## src/rtl/sdcf_pkg.sv

```systemverilog
package sdcf_pkg;
    localparam int NBANK = 2;
    localparam int BA_W  = 1;
    localparam int BCNT_W = 4;

    typedef enum logic [2:0] {
        CMD_NOP, CMD_ACT, CMD_READ, CMD_WRITE, CMD_PRE, CMD_AREF, CMD_LMR
    } cmd_e;

    typedef enum logic [2:0] {
        PW_RUN      = 3'd0,
        PW_PRE_PD   = 3'd1,
        PW_SELF_REF = 3'd2,
        PW_ACT_PD   = 3'd3,
        PW_SUSPEND  = 3'd4
    } pwr_e;

    typedef enum logic { BK_IDLE, BK_OPEN } bank_e;
endpackage

```

## src/rtl/sdcf_decode.sv

```systemverilog
module sdcf_decode
    import sdcf_pkg::*;
(
    input  logic cs_n,
    input  logic ras_n,
    input  logic cas_n,
    input  logic we_n,
    output cmd_e cmd
);
    always_comb begin
        cmd = CMD_NOP;
        if (!cs_n) begin
            unique case ({ras_n, cas_n, we_n})
                3'b011:  cmd = CMD_ACT;
                3'b101:  cmd = CMD_READ;
                3'b100:  cmd = CMD_WRITE;
                3'b010:  cmd = CMD_PRE;
                3'b001:  cmd = CMD_AREF;
                3'b000:  cmd = CMD_LMR;
                default: cmd = CMD_NOP;
            endcase
        end
    end
endmodule

```

## src/rtl/sdcf_bank.sv

```systemverilog
module sdcf_bank
    import sdcf_pkg::*;
#(
    parameter int ROW_W = 11
) (
    input  logic             clk,
    input  logic             rst_n,
    input  logic             act_i,
    input  logic             close_i,
    input  logic [ROW_W-1:0] row_i,
    output logic             open_o,
    output logic [ROW_W-1:0] row_o
);
    bank_e state_q, state_d;
    logic [ROW_W-1:0] row_q;

    always_comb begin
        state_d = state_q;
        unique case (state_q)
            BK_IDLE: if (act_i) state_d = BK_OPEN;
            BK_OPEN: if (close_i && !act_i) state_d = BK_IDLE;
            default: state_d = BK_IDLE;
        endcase
    end

    always_ff @(posedge clk or negedge rst_n) begin
        if (!rst_n) begin
            state_q <= BK_IDLE;
            row_q   <= '0;
        end else begin
            state_q <= state_d;
            if (act_i) row_q <= row_i;
        end
    end

    assign open_o = (state_q == BK_OPEN);
    assign row_o  = row_q;

    p_act_opens_r3: assert property (@(posedge clk) disable iff (!rst_n)
        act_i |=> open_o && row_o == $past(row_i));
    p_close_idles_r4: assert property (@(posedge clk) disable iff (!rst_n)
        close_i && !act_i |=> !open_o);
endmodule

```

## src/rtl/sdcf_modereg.sv

```systemverilog
module sdcf_modereg #(
    parameter int AW = 11
) (
    input  logic          clk,
    input  logic          rst_n,
    input  logic          lmr_i,
    input  logic          ba_i,
    input  logic [AW-1:0] addr_i,
    input  logic          banks_idle_i,
    input  logic          burst_busy_i,
    output logic [AW-1:0] mr_o,
    output logic [AW-1:0] emr_o,
    output logic          err_o,
    output logic [1:0]    mask_o
);
    logic [AW-1:0] mr_q, emr_q;
    logic          err_q;
    logic          ext_ld, ext_ok;

    assign ext_ld = lmr_i && ba_i;
    assign ext_ok = (addr_i[10:8] == 3'b000) && banks_idle_i && !burst_busy_i;

    always_ff @(posedge clk or negedge rst_n) begin
        if (!rst_n) begin
            mr_q  <= '0;
            emr_q <= '0;
            err_q <= 1'b0;
        end else begin
            if (lmr_i && !ba_i) mr_q <= addr_i;
            if (ext_ld && ext_ok) emr_q <= addr_i;
            if (ext_ld && !ext_ok) err_q <= 1'b1;
        end
    end

    always_comb begin
        if (emr_q[2:0] == 3'b001) mask_o = emr_q[7] ? 2'b10 : 2'b01;
        else                      mask_o = 2'b11;
    end

    assign mr_o  = mr_q;
    assign emr_o = emr_q;
    assign err_o = err_q;

    p_emr_reject_r8: assert property (@(posedge clk) disable iff (!rst_n)
        ext_ld && !ext_ok |=> $stable(emr_o) && err_o);
    p_one_bank_mask_r9: assert property (@(posedge clk) disable iff (!rst_n)
        emr_o[2:0] == 3'b001 |-> $countones(mask_o) == 1);
endmodule

```

## src/rtl/sdram_cmd_front.sv

```systemverilog
module sdram_cmd_front
    import sdcf_pkg::*;
#(
    parameter int ROW_W = 11,
    parameter int COL_W = 9
) (
    input  logic                   clk,
    input  logic                   rst_n,
    input  logic                   cke,
    input  logic                   cs_n,
    input  logic                   ras_n,
    input  logic                   cas_n,
    input  logic                   we_n,
    input  logic                   ba,
    input  logic [ROW_W-1:0]       addr,
    output logic [NBANK-1:0]       bank_open_o,
    output logic [NBANK*ROW_W-1:0] row_o,
    output logic                   acc_valid_o,
    output logic                   acc_write_o,
    output logic                   acc_bank_o,
    output logic [COL_W-1:0]       acc_col_o,
    output logic                   burst_busy_o,
    output logic                   proto_err_o,
    output logic [ROW_W-1:0]       mode_reg_o,
    output logic [ROW_W-1:0]       ext_mode_o,
    output logic                   emr_err_o,
    output logic [1:0]             refresh_mask_o,
    output logic [2:0]             pwr_mode_o
);
    localparam int AP_BIT = 10;

    cmd_e raw_cmd, cmd;
    logic rw, rw_ok, ap_done, any_open;
    logic [BCNT_W-1:0] rem_q, bl;
    logic ap_pend_q, ap_bank_q;
    logic acc_v_q, acc_w_q, acc_b_q, perr_q;
    logic [COL_W-1:0] acc_c_q;
    pwr_e pwr_q, pwr_d;

    sdcf_decode u_dec (
        .cs_n(cs_n), .ras_n(ras_n), .cas_n(cas_n), .we_n(we_n), .cmd(raw_cmd)
    );

    assign cmd      = cke ? raw_cmd : CMD_NOP;
    assign rw       = (cmd == CMD_READ) || (cmd == CMD_WRITE);
    assign rw_ok    = rw && bank_open_o[ba];
    assign any_open = |bank_open_o;
    assign ap_done  = cke && ap_pend_q && (rem_q == BCNT_W'(1)) && !rw_ok;

    always_comb begin
        unique case (mode_reg_o[2:0])
            3'd1:    bl = BCNT_W'(2);
            3'd2:    bl = BCNT_W'(4);
            3'd3:    bl = BCNT_W'(8);
            default: bl = BCNT_W'(1);
        endcase
    end

    for (genvar i = 0; i < NBANK; i++) begin : g_bank
        localparam logic [BA_W-1:0] IDX = BA_W'(i);
        logic act_i, close_i;
        assign act_i   = (cmd == CMD_ACT) && (ba == IDX);
        assign close_i = ((cmd == CMD_PRE) && (addr[AP_BIT] || ba == IDX))
                       || (ap_done && ap_bank_q == IDX);
        sdcf_bank #(.ROW_W(ROW_W)) u_bank (
            .clk(clk), .rst_n(rst_n), .act_i(act_i), .close_i(close_i),
            .row_i(addr), .open_o(bank_open_o[i]),
            .row_o(row_o[i*ROW_W +: ROW_W])
        );
    end

    sdcf_modereg #(.AW(ROW_W)) u_mr (
        .clk(clk), .rst_n(rst_n), .lmr_i(cmd == CMD_LMR), .ba_i(ba),
        .addr_i(addr), .banks_idle_i(!any_open), .burst_busy_i(burst_busy_o),
        .mr_o(mode_reg_o), .emr_o(ext_mode_o), .err_o(emr_err_o),
        .mask_o(refresh_mask_o)
    );

    always_ff @(posedge clk or negedge rst_n) begin
        if (!rst_n) begin
            rem_q     <= '0;
            ap_pend_q <= 1'b0;
            ap_bank_q <= 1'b0;
            acc_v_q   <= 1'b0;
            acc_w_q   <= 1'b0;
            acc_b_q   <= 1'b0;
            acc_c_q   <= '0;
            perr_q    <= 1'b0;
        end else begin
            acc_v_q <= rw_ok;
            if (rw && !rw_ok) perr_q <= 1'b1;
            if (rw_ok) begin
                acc_w_q   <= (cmd == CMD_WRITE);
                acc_b_q   <= ba;
                acc_c_q   <= addr[COL_W-1:0];
                rem_q     <= bl;
                ap_pend_q <= addr[AP_BIT];
                ap_bank_q <= ba;
            end else if (cke && rem_q != '0) begin
                rem_q <= rem_q - BCNT_W'(1);
                if (ap_done) ap_pend_q <= 1'b0;
            end
        end
    end

    always_comb begin
        pwr_d = pwr_q;
        unique case (pwr_q)
            PW_RUN: begin
                if (!cke) begin
                    if (burst_busy_o)             pwr_d = PW_SUSPEND;
                    else if (any_open)            pwr_d = PW_ACT_PD;
                    else if (raw_cmd == CMD_AREF) pwr_d = PW_SELF_REF;
                    else                          pwr_d = PW_PRE_PD;
                end
            end
            PW_PRE_PD, PW_SELF_REF, PW_ACT_PD, PW_SUSPEND:
                if (cke) pwr_d = PW_RUN;
            default: pwr_d = PW_RUN;
        endcase
    end

    always_ff @(posedge clk or negedge rst_n) begin
        if (!rst_n) pwr_q <= PW_RUN;
        else        pwr_q <= pwr_d;
    end

    assign burst_busy_o = (rem_q != '0);
    assign acc_valid_o  = acc_v_q;
    assign acc_write_o  = acc_w_q;
    assign acc_bank_o   = acc_b_q;
    assign acc_col_o    = acc_c_q;
    assign proto_err_o  = perr_q;
    assign pwr_mode_o   = pwr_q;

    p_deselect_r2: assert property (@(posedge clk) disable iff (!rst_n)
        cke && cs_n |=> !acc_valid_o);
    p_idle_access_r5: assert property (@(posedge clk) disable iff (!rst_n)
        cke && !cs_n && ras_n && !cas_n && !bank_open_o[ba]
        |=> proto_err_o && !acc_valid_o);
    p_suspend_r10: assert property (@(posedge clk) disable iff (!rst_n)
        pwr_mode_o == 3'd0 && !cke && burst_busy_o |=> pwr_mode_o == 3'd4);
    p_wake_r11: assert property (@(posedge clk) disable iff (!rst_n)
        pwr_mode_o != 3'd0 && cke |=> pwr_mode_o == 3'd0);
    p_hold_count_r11: assert property (@(posedge clk) disable iff (!rst_n)
        !cke |=> $stable(burst_busy_o));
endmodule

```

## config.mk

```make
export PLATFORM = sky130hd
export DESIGN_NAME = sdram_cmd_front
export DESIGN_NICKNAME = d
export VERILOG_FILES = /design/src/rtl/sdcf_pkg.sv /design/src/rtl/sdcf_decode.sv /design/src/rtl/sdcf_bank.sv /design/src/rtl/sdcf_modereg.sv /design/src/rtl/sdram_cmd_front.sv
export SDC_FILE = /design/constraint.sdc
export NUM_CORES = 1
export LEC_CHECK = 0
export ABC_AREA = 1
export BUFFER_PORTS_ARGS = -buffer_cell sky130_fd_sc_hd__buf_2
export CAP_MARGIN = 20
export CORE_ASPECT_RATIO = 1.25
export CORE_MARGIN = 2
export CORE_UTILIZATION = 47
export DETAILED_ROUTE_END_ITERATION = 16
export PLACE_DENSITY = 0.76
export SYNTH_ARGS = -nofsm -noshare
export SYNTH_HDL_FRONTEND = slang
export SYNTH_SLANG_ARGS = --single-unit
```

## constraint.sdc

```tcl
create_clock -name clk -period 1.4 [get_ports clk]
set_input_delay 0.07 -clock clk [delete_from_list [all_inputs] [get_ports clk]]
set_output_delay 0.07 -clock clk [all_outputs]
set_load 0.05 [all_outputs]
```

Word-level counts from Yosys, hierarchy flattened. Index checks and enable logic that the tools add are counted.

Add/subtract/negate cells: 1. Multipliers: 0. Divide/modulo/power cells: 0. $lt $le $gt $ge: 1. Eq/ne operators: 22. Shift-type cells: 0. Muxes and demuxes: 25. Bitwise logic cells: 4. Reductions and logical operators: 42.

Operator list (number): equality test 3 x 2 -> 1 bit (second input constant) (8); logical AND 1 bit (20); equality test 3 bit (second input constant) (6); case mux 3 bit (6 select lines) (1); equality test 3 x 1 -> 1 bit (second input constant) (5); two-way mux 3 bit (5); case mux 4 bit (3 select lines) (1); logical NOT 3 bit (3); two-way mux 1 bit (9); two-way mux 2 bit (4); two-way mux 4 bit (2); logical NOT 1 bit (7); case mux 3 bit (2 select lines) (1); logical OR 1 bit (5); equality test 4 x 1 -> 1 bit (second input constant) (1); != test 2 bit (second input constant) (2); inverter 1 bit (4); case mux 1 bit (2 select lines) (2); AND reduction 2 bit (2); nonzero test 2 bit (2); nonzero test 4 bit (1); OR reduction 4 bit (1); subtractor 4 x 1 -> 4 bit (second input constant) (1); < comparator 1 x 2 -> 1 bit (second input constant) (1); OR reduction 2 bit (1).

Register bits after elaboration: 68. Bits in latches: 0. Memory bits (writable): 0. Memory bits (read-only): 0. Input bits: 19. Memories kept: 0.

Longest topological paths before layout. Gate-level depths: netlist of the first run.

Depth after elaboration: 14. Gate-level depth with buffers: 9.

Hierarchy. A second synthesis of the first run with hierarchy kept.

Cells, all modules: 375. Area, all modules: 3078.0 um2.

Modules (own cells, without submodules): sdram_cmd_front (times used 1, cells an instance 154, area an instance 1127.3 um2, seq. area each 525.5 um2); sdcf_modereg (times used 1, cells an instance 107, area an instance 982.2 um2, seq. area each 575.6 um2); sdcf_bank (times used 2, cells an instance 51, area an instance 457.9 um2, seq. area each 300.3 um2); sdcf_decode (times used 1, cells an instance 12, area an instance 52.6 um2, seq. area each 0.0 um2).

Worst setup path after synthesis of the first run. No wires, ideal clock.

Path kind: reg2reg. From: register rem_q[0]. To: register u_mr.emr_q[0] (netlist: u_mr.emr_o[0]). Library setup time: 0.120 ns. Arrival time: 1.655 ns. Required time: 1.280 ns. Path slack: -0.375 ns. Cell stages (with the launch flop): 9. Clock period less this slack: 1.775 ns. Cell sequence: dfrtp_1 -> inv_1 -> ha_1 -> nand2_2 -> nor3_4 -> nand3_4 -> buf_6 -> nand2_1 -> nand2_1.

Cells in the longest elaborated chain, start to end: 4.

Ends and longest elaborated chain: start, declared (RTL line sdram_cmd_front.sv:34) `logic [BCNT_W-1:0] rem_q, bl;`; start signal, assigned (RTL line sdram_cmd_front.sv:96) `rem_q <= bl;`; start signal, assigned (RTL line sdram_cmd_front.sv:100) `rem_q <= rem_q - BCNT_W'(1);`; nonzero test 4 bit (RTL line sdram_cmd_front.sv:128) `assign burst_busy_o = (rem_q != '0);`; via burst_busy_o (RTL line sdram_cmd_front.sv:22) `output logic burst_busy_o,`; logical NOT 1 bit (RTL line sdcf_modereg.sv:21) `assign ext_ok = (addr_i[10:8] == 3'b000) && banks_idle_i && !burst_busy_i;`; logical AND 1 bit (RTL line sdcf_modereg.sv:21); logical AND 1 bit (RTL line sdcf_modereg.sv:30) `if (ext_ld && ext_ok) emr_q <= addr_i;`; end signal, assigned (RTL line sdcf_modereg.sv:30); end, declared (RTL line sdcf_modereg.sv:16) `logic [AW-1:0] mr_q, emr_q;`.

The timed path passes the listed nets, and every way through them passes these cells. A chain may end at the register's enable or synchronous reset.

Worst setup path after layout of the first run.
From: register rem_q[0]. To: register u_mr.emr_q[2] (netlist: u_mr.emr_o[2]).

Cells in the longest elaborated chain, start to end: 4.

Ends and longest elaborated chain (RTL line): nonzero test 4 bit (sdram_cmd_front.sv:128); logical NOT 1 bit (sdcf_modereg.sv:21); logical AND 1 bit (sdcf_modereg.sv:21); logical AND 1 bit (sdcf_modereg.sv:30).

No other way between the ends.

==> impl_results.rst, run 1 <==
.. list-table::
   :header-rows: 1

   * - Metric
     - Value
   * - Cell types occupying the most area after synthesis
     - dfrtp_1 (55%), nand2_1 (15%), nand3_1 (6.0%), inv_1 (4.6%), o21ai_1 (3.6%)
   * - Critical Path End Type
     - flip-flop
   * - Setup slack after placement
     - 0.0277 ns
   * - Layout Nets
     - 486
   * - Standard cell core area
     - 0.00648 sq mm
   * - Global route total overflow
     - 0
   * - Placer's final routability congestion estimate
     - 0.837
   * - TritonCTS buffer count
     - 9
   * - Register bit count reported by yosys
     - 68
   * - Cell Area, Synth
     - 0.00310 sq mm
   * - Initial antenna violation count
     - 0
   * - Root buffer cell
     - clkbuf_8
   * - Unrepaired setup endpoints after global routing
     - true
   * - Finished Core Util
     - 0.617
   * - Violations in the final reports
     - negative setup slack
   * - Type of origin of the critical path
     - flip-flop
   * - Total number of placement rows
     - 33
   * - Area of all placed cells without fillers
     - 0.00400 sq mm
   * - Synthesized net count
     - 383
   * - All-layer global routing usage
     - 0.230
   * - Clock transition time at the flip-flop clock pins of the worst setup and hold paths
     - 0.07 ns
   * - Number of iterations in the first detailed-routing pass
     - 4
   * - Largest area contributor in the synthesized netlist
     - dfrtp_1
   * - Fin. Hold Viols
     - 0
   * - Routed length per instance
     - 14.4 um
   * - Detail Route met3 WL
     - 403 um
   * - Vertical extent of the die
     - 94.8 um
   * - Clock tree from TritonCTS
     - yes
   * - # Max-Cap Violations
     - 0
   * - Met1 wire length
     - 3.37 mm
   * - Total power divided by cell area
     - 1800 mW/mm^2
   * - Endpoint of the most critical register-to-register path
     - u_mr.emr_o[2]
   * - Capture point of the critical path
     - u_mr.emr_o[2]
   * - Remaining number of nets flagged by the antenna check after routing
     - 0
   * - Worst reg2reg startpoint
     - rem_q[0]
   * - Uppermost metal layer occupied by signal nets
     - met4
   * - Post-synthesis average cell area
     - 8.56 sq um
   * - Met2 wire len
     - 4.00 mm
   * - Max Clock Skew
     - 0.00919 ns
   * - Number of warnings printed during yosys synthesis
     - 0
   * - Count of mapped cells out of synthesis
     - 362
   * - Area of the die
     - 0.00726 sq mm
   * - R2R setup slack
     - -0.07 ns
   * - Worst-Skew Late Latency
     - 0.34 ns
   * - First-pass GRT wire length
     - 12.9 mm
   * - Area growth from synthesis to layout
     - 29.1%
   * - Share of the cycle needed by the critical path after routing
     - 1.05
   * - Number of H-tree levels
     - 3
   * - Switching Power
     - 3.22 mW
   * - Final worst hold slack
     - 0.0201 ns
   * - Number of remaining DRC errors
     - 0
   * - Number of enable flip-flop cells after synthesis
     - 0
   * - Sequential share of power
     - 0.375
   * - Timing-limited maximum frequency
     - 680 MHz
   * - Data arrival time at the worst-slack endpoint
     - 1.70 ns
   * - Most frequently used cell type in the post-synthesis netlist
     - nand2_1
   * - Clock network power share
     - 0.212
   * - Class of the tightest hold or removal check
     - input port to flip-flop
   * - Switching share of power
     - 0.446
   * - Final Slew Violations
     - 0
   * - Max VDD drop
     - 1.09 mV
   * - Worst-case setup margin in the final layout
     - -0.0708 ns
   * - Fraction of post-synthesis cell area in the top cell type by area
     - 0.549
   * - Combinational fraction of design power
     - 0.414
   * - Prevailing post-synth register cell
     - dfrtp_1
   * - Run status
     - complete, but fails checks
   * - Beginning of the critical path
     - rem_q[0]
   * - Sequential area share after synthesis
     - 0.549
   * - Sinks on the clock net
     - 68
   * - Number of global-route vias before repair
     - 2679
   * - Worst EP required
     - 1.63 ns
   * - Layout cell share with drive strength beyond 1
     - 0.287
   * - IO Count
     - 85
   * - Total inserted antenna cells
     - 0
   * - WL final
     - 8.00 mm
   * - Area taken by flip-flops and latches
     - 0.00170 sq mm
   * - Worst setup path class
     - flip-flop to flip-flop
   * - Initial Util
     - 0.478
   * - Cell internal power dissipation
     - 4.00 mW
   * - Area post-placement
     - 0.00371 sq mm
   * - Cell depth of the worst flop-to-flop path
     - 8
   * - Setup violations, final
     - 11
   * - Tightest Pin Transition
     - 0.366 ns
   * - Bufs on Longest Clock Path
     - 2
   * - Pin count of the biggest net entering global routing
     - 69
   * - Post-route minimum period
     - 1.47 ns
   * - Number of distinct library cell variants in the gate-level netlist after synthesis
     - 28
   * - Cell leakage power
     - 2.23 nW
   * - Placed insts
     - 531
   * - Aggregate negative setup slack
     - -0.442 ns
   * - Via count
     - 2843
   * - Port Buffers
     - 84
   * - Fillcell total
     - 567
   * - Most used standard cells in the synthesized netlist
     - nand2_1 (123), dfrtp_1 (68), inv_1 (38), nand3_1 (37), o21ai_1 (22)
   * - Detailed router's first-iteration violation count
     - 153
   * - Pwr Total
     - 7.22 mW
   * - Final HPWL DP
     - 5.61 mm
   * - Horiz. Die Dim
     - 76.6 um
   * - Share of async-settable or async-resettable flops after synthesis
     - 1.00
   * - Non-filler instance count after layout
     - 557
   * - Maximum fanout encountered on the critical timing path
     - 6
   * - Area of the multi-input gates
     - 0.00119 sq mm
   * - Vias per std cell
     - 5.10
   * - Relative slew slack
     - 0.756
[power by group through the flow]
| stage | combinational (mW) | sequential (mW) | clock (mW) |
|---|---|---|---|
| final | 2.99 | 2.70 | 1.53 |
| after global routing | 3.22 | 2.75 | 1.64 |
| after CTS | 2.96 | 2.70 | 1.56 |
| after detailed placement | 2.94 | 2.73 | 0 |
| after global placement | 2.90 | 2.71 | 0 |
| after floorplan | 0.985 | 3.94 | 0 |
[worst min path at each step]
stage          startpoint                         to  cells after the start
2_1_floorplan       rst_n                 acc_bank_o                      0
3_3_place_gp        rst_n              pwr_mode_o[1]                      2
3_5_place_dp        rst_n              pwr_mode_o[0]                      2
4_1_cts           addr[5]  g_bank[0].u_bank.row_o[5]                      3
5_1_grt           addr[5]  g_bank[0].u_bank.row_o[5]                      3
6_report          addr[5]  g_bank[0].u_bank.row_o[5]                      3
[critical path: stages, from the launching register on]
cell and delay, ns:
dfrtp_1 0.40, inv_2 0.09, ha_4 0.18, nand2_8 0.07, nor3_4 0.18, buf_6 0.16
nand3_4 0.12, nand2_1 0.10, nand2_1 0.06
[placed cells by master, fill, tap and decap left out, drive strengths merged, types with 2 or more instances in the layout]
cell type | Yosys | final
nor3 | 4 | 4
inv | 39 | 39
nand2 | 124 | 124
o21ai | 31 | 31
ha | 2 | 2
dfrtp | 68 | 68
nor2 | 16 | 16
clkbuf | 4 | 14
nand4 | 13 | 13
nand3 | 40 | 41
dlygate4sd3 | 0 | 5
buf | 13 | 103
o21bai | 3 | 3
[routing by layer]
metal  vias up  track usage
met5         -            0
met4         0        0.102
met3        18       0.0507
met2        99        0.371
met1      1362        0.302
li1       1364            -
[state kept, by name, indices dropped and copies added (netlist names)]
register / cells
g_bank.u_bank.row_o: 22
u_mr.emr_o: 11
u_mr.mr_o: 11
acc_col_o: 9
rem_q: 4
pwr_mode_o: 3
g_bank.u_bank.open_o: 2
acc_bank_o: 1
acc_valid_o: 1
acc_write_o: 1
ap_pend_q: 1
proto_err_o: 1
u_mr.err_o: 1
[cells by family (layout without fill, tap and decap cells)]
family | count (synthesis) | after routing | share of synthesized area
AO/OA/AOI/OAI | 36 | 36 | 0.0614
XOR/XNOR | 1 | 1 | 0.00283
adder cells (fa/ha/maj) | 3 | 3 | 0.0113
buffers and inverters | 56 | 163 | 0.0840
flip-flops | 68 | 68 | 0.549
AND/OR/NAND/NOR | 198 | 199 | 0.291
[final cells by class]
type | instances | share of cell area
clock buffer | 14 | 0.0357
clock inverter | 2 | 0.00876
inverter | 39 | 0.0366
timing repair buffer | 108 | 0.168
tap | 87 | 0.0272
sequential | 68 | 0.425
multi-input combinational | 239 | 0.299
[repair_timing]
| action | in CTS | in global routing |
|---|---|---|
| hold buffers | 5 | 0 |
| buffers inserted | 0 | 3 |
| resized for setup | 0 | 10 |
| endpoints found under the hold margin | 75 | 0 |
| setup endpoints to repair | 0 | 15 |
No activity file was read; power rests on OpenSTA's default activity.
==> run 2, diff against run 1 <==
- ABC_AREA: 1 -> unset
- CORE_UTILIZATION: 47 -> 46
- PLACE_DENSITY: 0.76 -> 0.75
==> run 2 against run 1 <==
The flow still finishes with violations (negative setup slack). Hold slack worse by 0.0055 ns. Setup slack lost 0.22 ns. Combinational power rose by 16%. Final area up 3.6%. Clock power rose by 20%. Via count is 25% lower. Core utilization grew 5.9 points. Clock skew about the same. Die area down 3.9%. Sequential share of layout area fell by 1.5 points. Non-clock buffer count increased by 12. Flip-flop and latch count is the same.
==> impl_results.rst, run 2 <==
.. list-table::
   :header-rows: 1

   * - Metric
     - Value
   * - All-layer global routing usage
     - 0.212 (was 0.230)
   * - Pin count of the biggest net entering global routing
     - 69 (unchanged)
   * - Sinks on the clock net
     - 68 (unchanged)
   * - Worst reg2reg startpoint
     - rem_q[1] (was rem_q[0])
   * - Initial Util
     - 0.474 (was 0.478)
   * - Count of mapped cells out of synthesis
     - 206 (was 362)
   * - Unrepaired setup endpoints after global routing
     - true (unchanged)
   * - Run status
     - complete, but fails checks (unchanged)
   * - Sequential area share after synthesis
     - 0.585 (was 0.549)
   * - Most used standard cells in the synthesized netlist
     - dfrtp_1 (68), mux2_2 (26), mux2_1 (25), inv_1 (8), nor2_1 (7) (was nand2_1 (123), dfrtp_1 (68), inv_1 (38), nand3_1 (37), o21ai_1 (22))
   * - IO Count
     - 85 (unchanged)
   * - Share of async-settable or async-resettable flops after synthesis
     - 1.00 (unchanged)
   * - Cell depth of the worst flop-to-flop path
     - 6 (was 8)
   * - First-pass GRT wire length
     - 10.9 mm (was 12.9 mm)
   * - Layout cell share with drive strength beyond 1
     - 0.560 (was 0.287)
   * - Port Buffers
     - 84 (unchanged)
   * - Critical path, cell by cell
     - inv_2 -> ha_4 -> nor4b_4 -> and4b_1 -> buf_12 -> mux2_1 (was inv_2 -> ha_4 -> nand2_8 -> nor3_4 -> buf_6 -> nand3_4 -> nand2_1 -> nand2_1)
   * - Cell leakage power
     - 2.06 nW (was 2.23 nW)
   * - Max VDD drop
     - 1.29 mV (was 1.09 mV)
   * - Final Slew Violations
     - 0 (unchanged)
   * - Highest-count cells in the layout ignoring fill and taps
     - buf_2 (83), dfrtp_1 (68), mux2_1 (24), mux2_2 (24), buf_4 (22) (was nand2_1 (119), buf_2 (84), dfrtp_1 (68), nand3_1 (37), inv_1 (34))
   * - Maximum fanout encountered on the critical timing path
     - 9 (was 6)
   * - Total power divided by cell area
     - 1920 mW/mm^2 (was 1800 mW/mm^2)
   * - Relative slew slack
     - 0.748 (was 0.756)
   * - Fin. Hold Viols
     - 0 (unchanged)
   * - Setup slack after placement
     - -0.270 ns (was 0.0277 ns)
   * - Max Clock Skew
     - 0.00881 ns (was 0.00919 ns)
   * - Routed length per instance
     - 17.0 um (was 14.4 um)
   * - Register bit count reported by yosys
     - 68 (unchanged)
   * - Global route total overflow
     - 0 (unchanged)
   * - Clock tree from TritonCTS
     - yes (unchanged)
   * - Number of distinct library cell variants in the gate-level netlist after synthesis
     - 43 (was 28)
   * - R2R setup slack
     - -0.29 ns (was -0.07 ns)
   * - Met1 wire length
     - 2.95 mm (was 3.37 mm)
   * - Slowest stage delay, CP
     - 0.40 ns (about the same)
   * - Met2 wire len
     - 3.70 mm (was 4.00 mm)
   * - Post-route minimum period
     - 1.69 ns (was 1.47 ns)
   * - Setup violations, final
     - 22 (was 11)
   * - Data arrival time at the worst-slack endpoint
     - 1.91 ns (was 1.70 ns)
   * - Detail Route met3 WL
     - 344 um (was 403 um)
   * - Type of origin of the critical path
     - flip-flop (unchanged)
   * - Number of enable flip-flop cells after synthesis
     - 0 (unchanged)
   * - Non-filler instance count after layout
     - 419 (was 557)
   * - Worst-Skew Late Latency
     - 0.34 ns (about the same)
   * - Detailed router's first-iteration violation count
     - 70 (was 153)
   * - Root buffer cell
     - clkbuf_8 (unchanged)
   * - Endpoint, Worst Hold
     - u_mr.emr_o[4] (was g_bank[0].u_bank.row_o[5])
   * - Hold_sp
     - addr[4] (was addr[5])
   * - Number of global-route vias before repair
     - 2148 (was 2679)
   * - CP bufs+invs
     - 2 (unchanged)
   * - # Max-Cap Violations
     - 0 (unchanged)
   * - Number of iterations in the first detailed-routing pass
     - 4 (unchanged)
   * - Endpoint of the most critical register-to-register path
     - u_mr.emr_o[0] (was u_mr.emr_o[2])
   * - Critical path's slowest cell
     - dfrtp_1 (unchanged)
   * - Tightest Pin Transition
     - 0.372 ns (was 0.366 ns)
   * - Max reg flops
     - 22 (unchanged)
   * - Number of remaining DRC errors
     - 0 (unchanged)
   * - Standard cell core area
     - 0.00613 sq mm (was 0.00648 sq mm)
   * - Via count
     - 2142 (was 2843)
   * - Cell depth of the worst min-delay path
     - 2 (was 3)
   * - Most frequently used cell type in the post-synthesis netlist
     - dfrtp_1 (was nand2_1)
   * - Final HPWL DP
     - 4.73 mm (was 5.61 mm)
   * - Horiz. Die Dim
     - 75.1 um (was 76.6 um)
   * - Post-synthesis average cell area
     - 14.1 sq um (was 8.56 sq um)
   * - Cell type group with the largest total delay on the critical path
     - simple AND/OR/NAND/NOR gates (unchanged)
   * - Layout Nets
     - 350 (was 486)
   * - WL final
     - 7.12 mm (was 8.00 mm)
   * - Total number of placement rows
     - 32 (was 33)
   * - Uppermost metal layer occupied by signal nets
     - met4 (unchanged)
   * - Bufs on Longest Clock Path
     - 2 (unchanged)
   * - Violations in the final reports
     - negative setup slack (unchanged)
   * - Cell types occupying the most area after synthesis
     - dfrtp_1 (59%), mux2_2 (10%), mux2_1 (9.7%), mux2i_1 (1.4%), nor2b_1 (1.1%) (was dfrtp_1 (55%), nand2_1 (15%), nand3_1 (6.0%), inv_1 (4.6%), o21ai_1 (3.6%))
   * - Fraction of post-synthesis cell area in the top cell type by area
     - 0.585 (was 0.549)
   * - Share of the cycle needed by the critical path after routing
     - 1.20 (was 1.05)
   * - Timing-limited maximum frequency
     - 593 MHz (was 680 MHz)
   * - Prevailing post-synth register cell
     - dfrtp_1 (unchanged)
   * - TritonCTS buffer count
     - 9 (unchanged)
   * - Clock transition time at the flip-flop clock pins of the worst setup and hold paths
     - 0.08 ns (was 0.07 ns)
   * - Worst-case setup margin in the final layout
     - -0.286 ns (was -0.0708 ns)
   * - Critical Path End Type
     - flip-flop (unchanged)
   * - Area growth from synthesis to layout
     - 42.5% (was 29.1%)
   * - Initial antenna violation count
     - 0 (unchanged)
   * - Number of H-tree levels
     - 3 (unchanged)
   * - Most common cell after layout, fill and taps aside
     - buf_2 (was nand2_1)
   * - Placer's final routability congestion estimate
     - 0.782 (was 0.837)
   * - Largest area contributor in the synthesized netlist
     - dfrtp_1 (unchanged)
   * - Aggregate negative setup slack
     - -3.97 ns (was -0.442 ns)
   * - Synthesized net count
     - 227 (was 383)
   * - Worst setup path class
     - flip-flop to flip-flop (unchanged)
   * - Remaining number of nets flagged by the antenna check after routing
     - 0 (unchanged)
   * - Area of the die
     - 0.00697 sq mm (was 0.00726 sq mm)
   * - Class of the tightest hold or removal check
     - input port to flip-flop (unchanged)
   * - Vias per std cell
     - 5.11 (was 5.10)
   * - Worst EP required
     - 1.62 ns (was 1.63 ns)
   * - Total inserted antenna cells
     - 0 (unchanged)
   * - Vertical extent of the die
     - 92.9 um (was 94.8 um)
   * - Placed insts
     - 393 (was 531)
   * - Number of warnings printed during yosys synthesis
     - 0 (unchanged)
   * - Cell Area, Synth
     - 0.00291 sq mm (was 0.00310 sq mm)
run 2: final cells by class:
type / instances / area [sq um]
Fill cell: 422 / 1980
Sequential cell: 68 / 1700
Multi-Input combinational cell: 122 / 1300
Timing Repair Buffer: 120 / 785
Clock buffer: 11 / 141
Tap cell: 85 / 106
Clock inverter: 5 / 82.6
Inverter: 8 / 30.0
run 2: what timing repair did:
item,in CTS,in global routing
buffers inserted,5,5
gates resized for setup,14,17
hold buffers,3,0
endpoints found under the setup margin,21,30
endpoints found under the hold margin,70,0
pin swaps,9,6
run 2: logic make-up after synthesis:
| logic type | after synthesis | synth area share |
|---|---|---|
| flops | 68 | 0.585 |
| mux | 56 | 0.216 |
| simple gates | 42 | 0.104 |
| compound gates | 22 | 0.0585 |
| buf+inv | 16 | 0.0276 |
| fa+ha+maj | 2 | 0.00861 |
run 2: worst max path at each step:
stage / start / endpoint / depth (start not counted)
after CTS: rem_q[1] / u_mr.emr_o[0] / 6
after floorplan: rem_q[0] / u_mr.emr_o[0] / 6
after detailed placement: rem_q[1] / u_mr.emr_o[3] / 6
final: rem_q[1] / u_mr.emr_o[0] / 6
after global routing: rem_q[1] / u_mr.emr_o[5] / 6
after global placement: rem_q[1] / u_mr.emr_o[7] / 6
run 2: stage by stage:
| step | power (mW) | instance area, sq um | hold WS [ns] | utilization |
|---|---|---|---|---|
| after floorplan | 4.76 | 2970 | -0.226 | - |
| after global placement | 5.58 | 3680 | 0.115 | 0.602 |
| after detailed placement | 5.65 | 3680 | 0.117 | 0.602 |
| after CTS | 7.74 | 4030 | 0.00217 | 0.658 |
| after global routing | 8.28 | 4140 | 0.0103 | 0.676 |
| final | 7.96 | 4140 | 0.0146 | 0.676 |
run 2: metal layers:
metal,vias to the layer above,GRT usage
met5,-,0
met4,0,0.0714
met3,12,0.0577
met2,71,0.334
met1,1063,0.280
li1,996,-
run 2: power by group:
group | internal, mW | switching, mW
sequential | 2.38 | 0.266
combinational | 1.25 | 2.23
clock | 1.06 | 0.766
total | 4.69 | 3.26
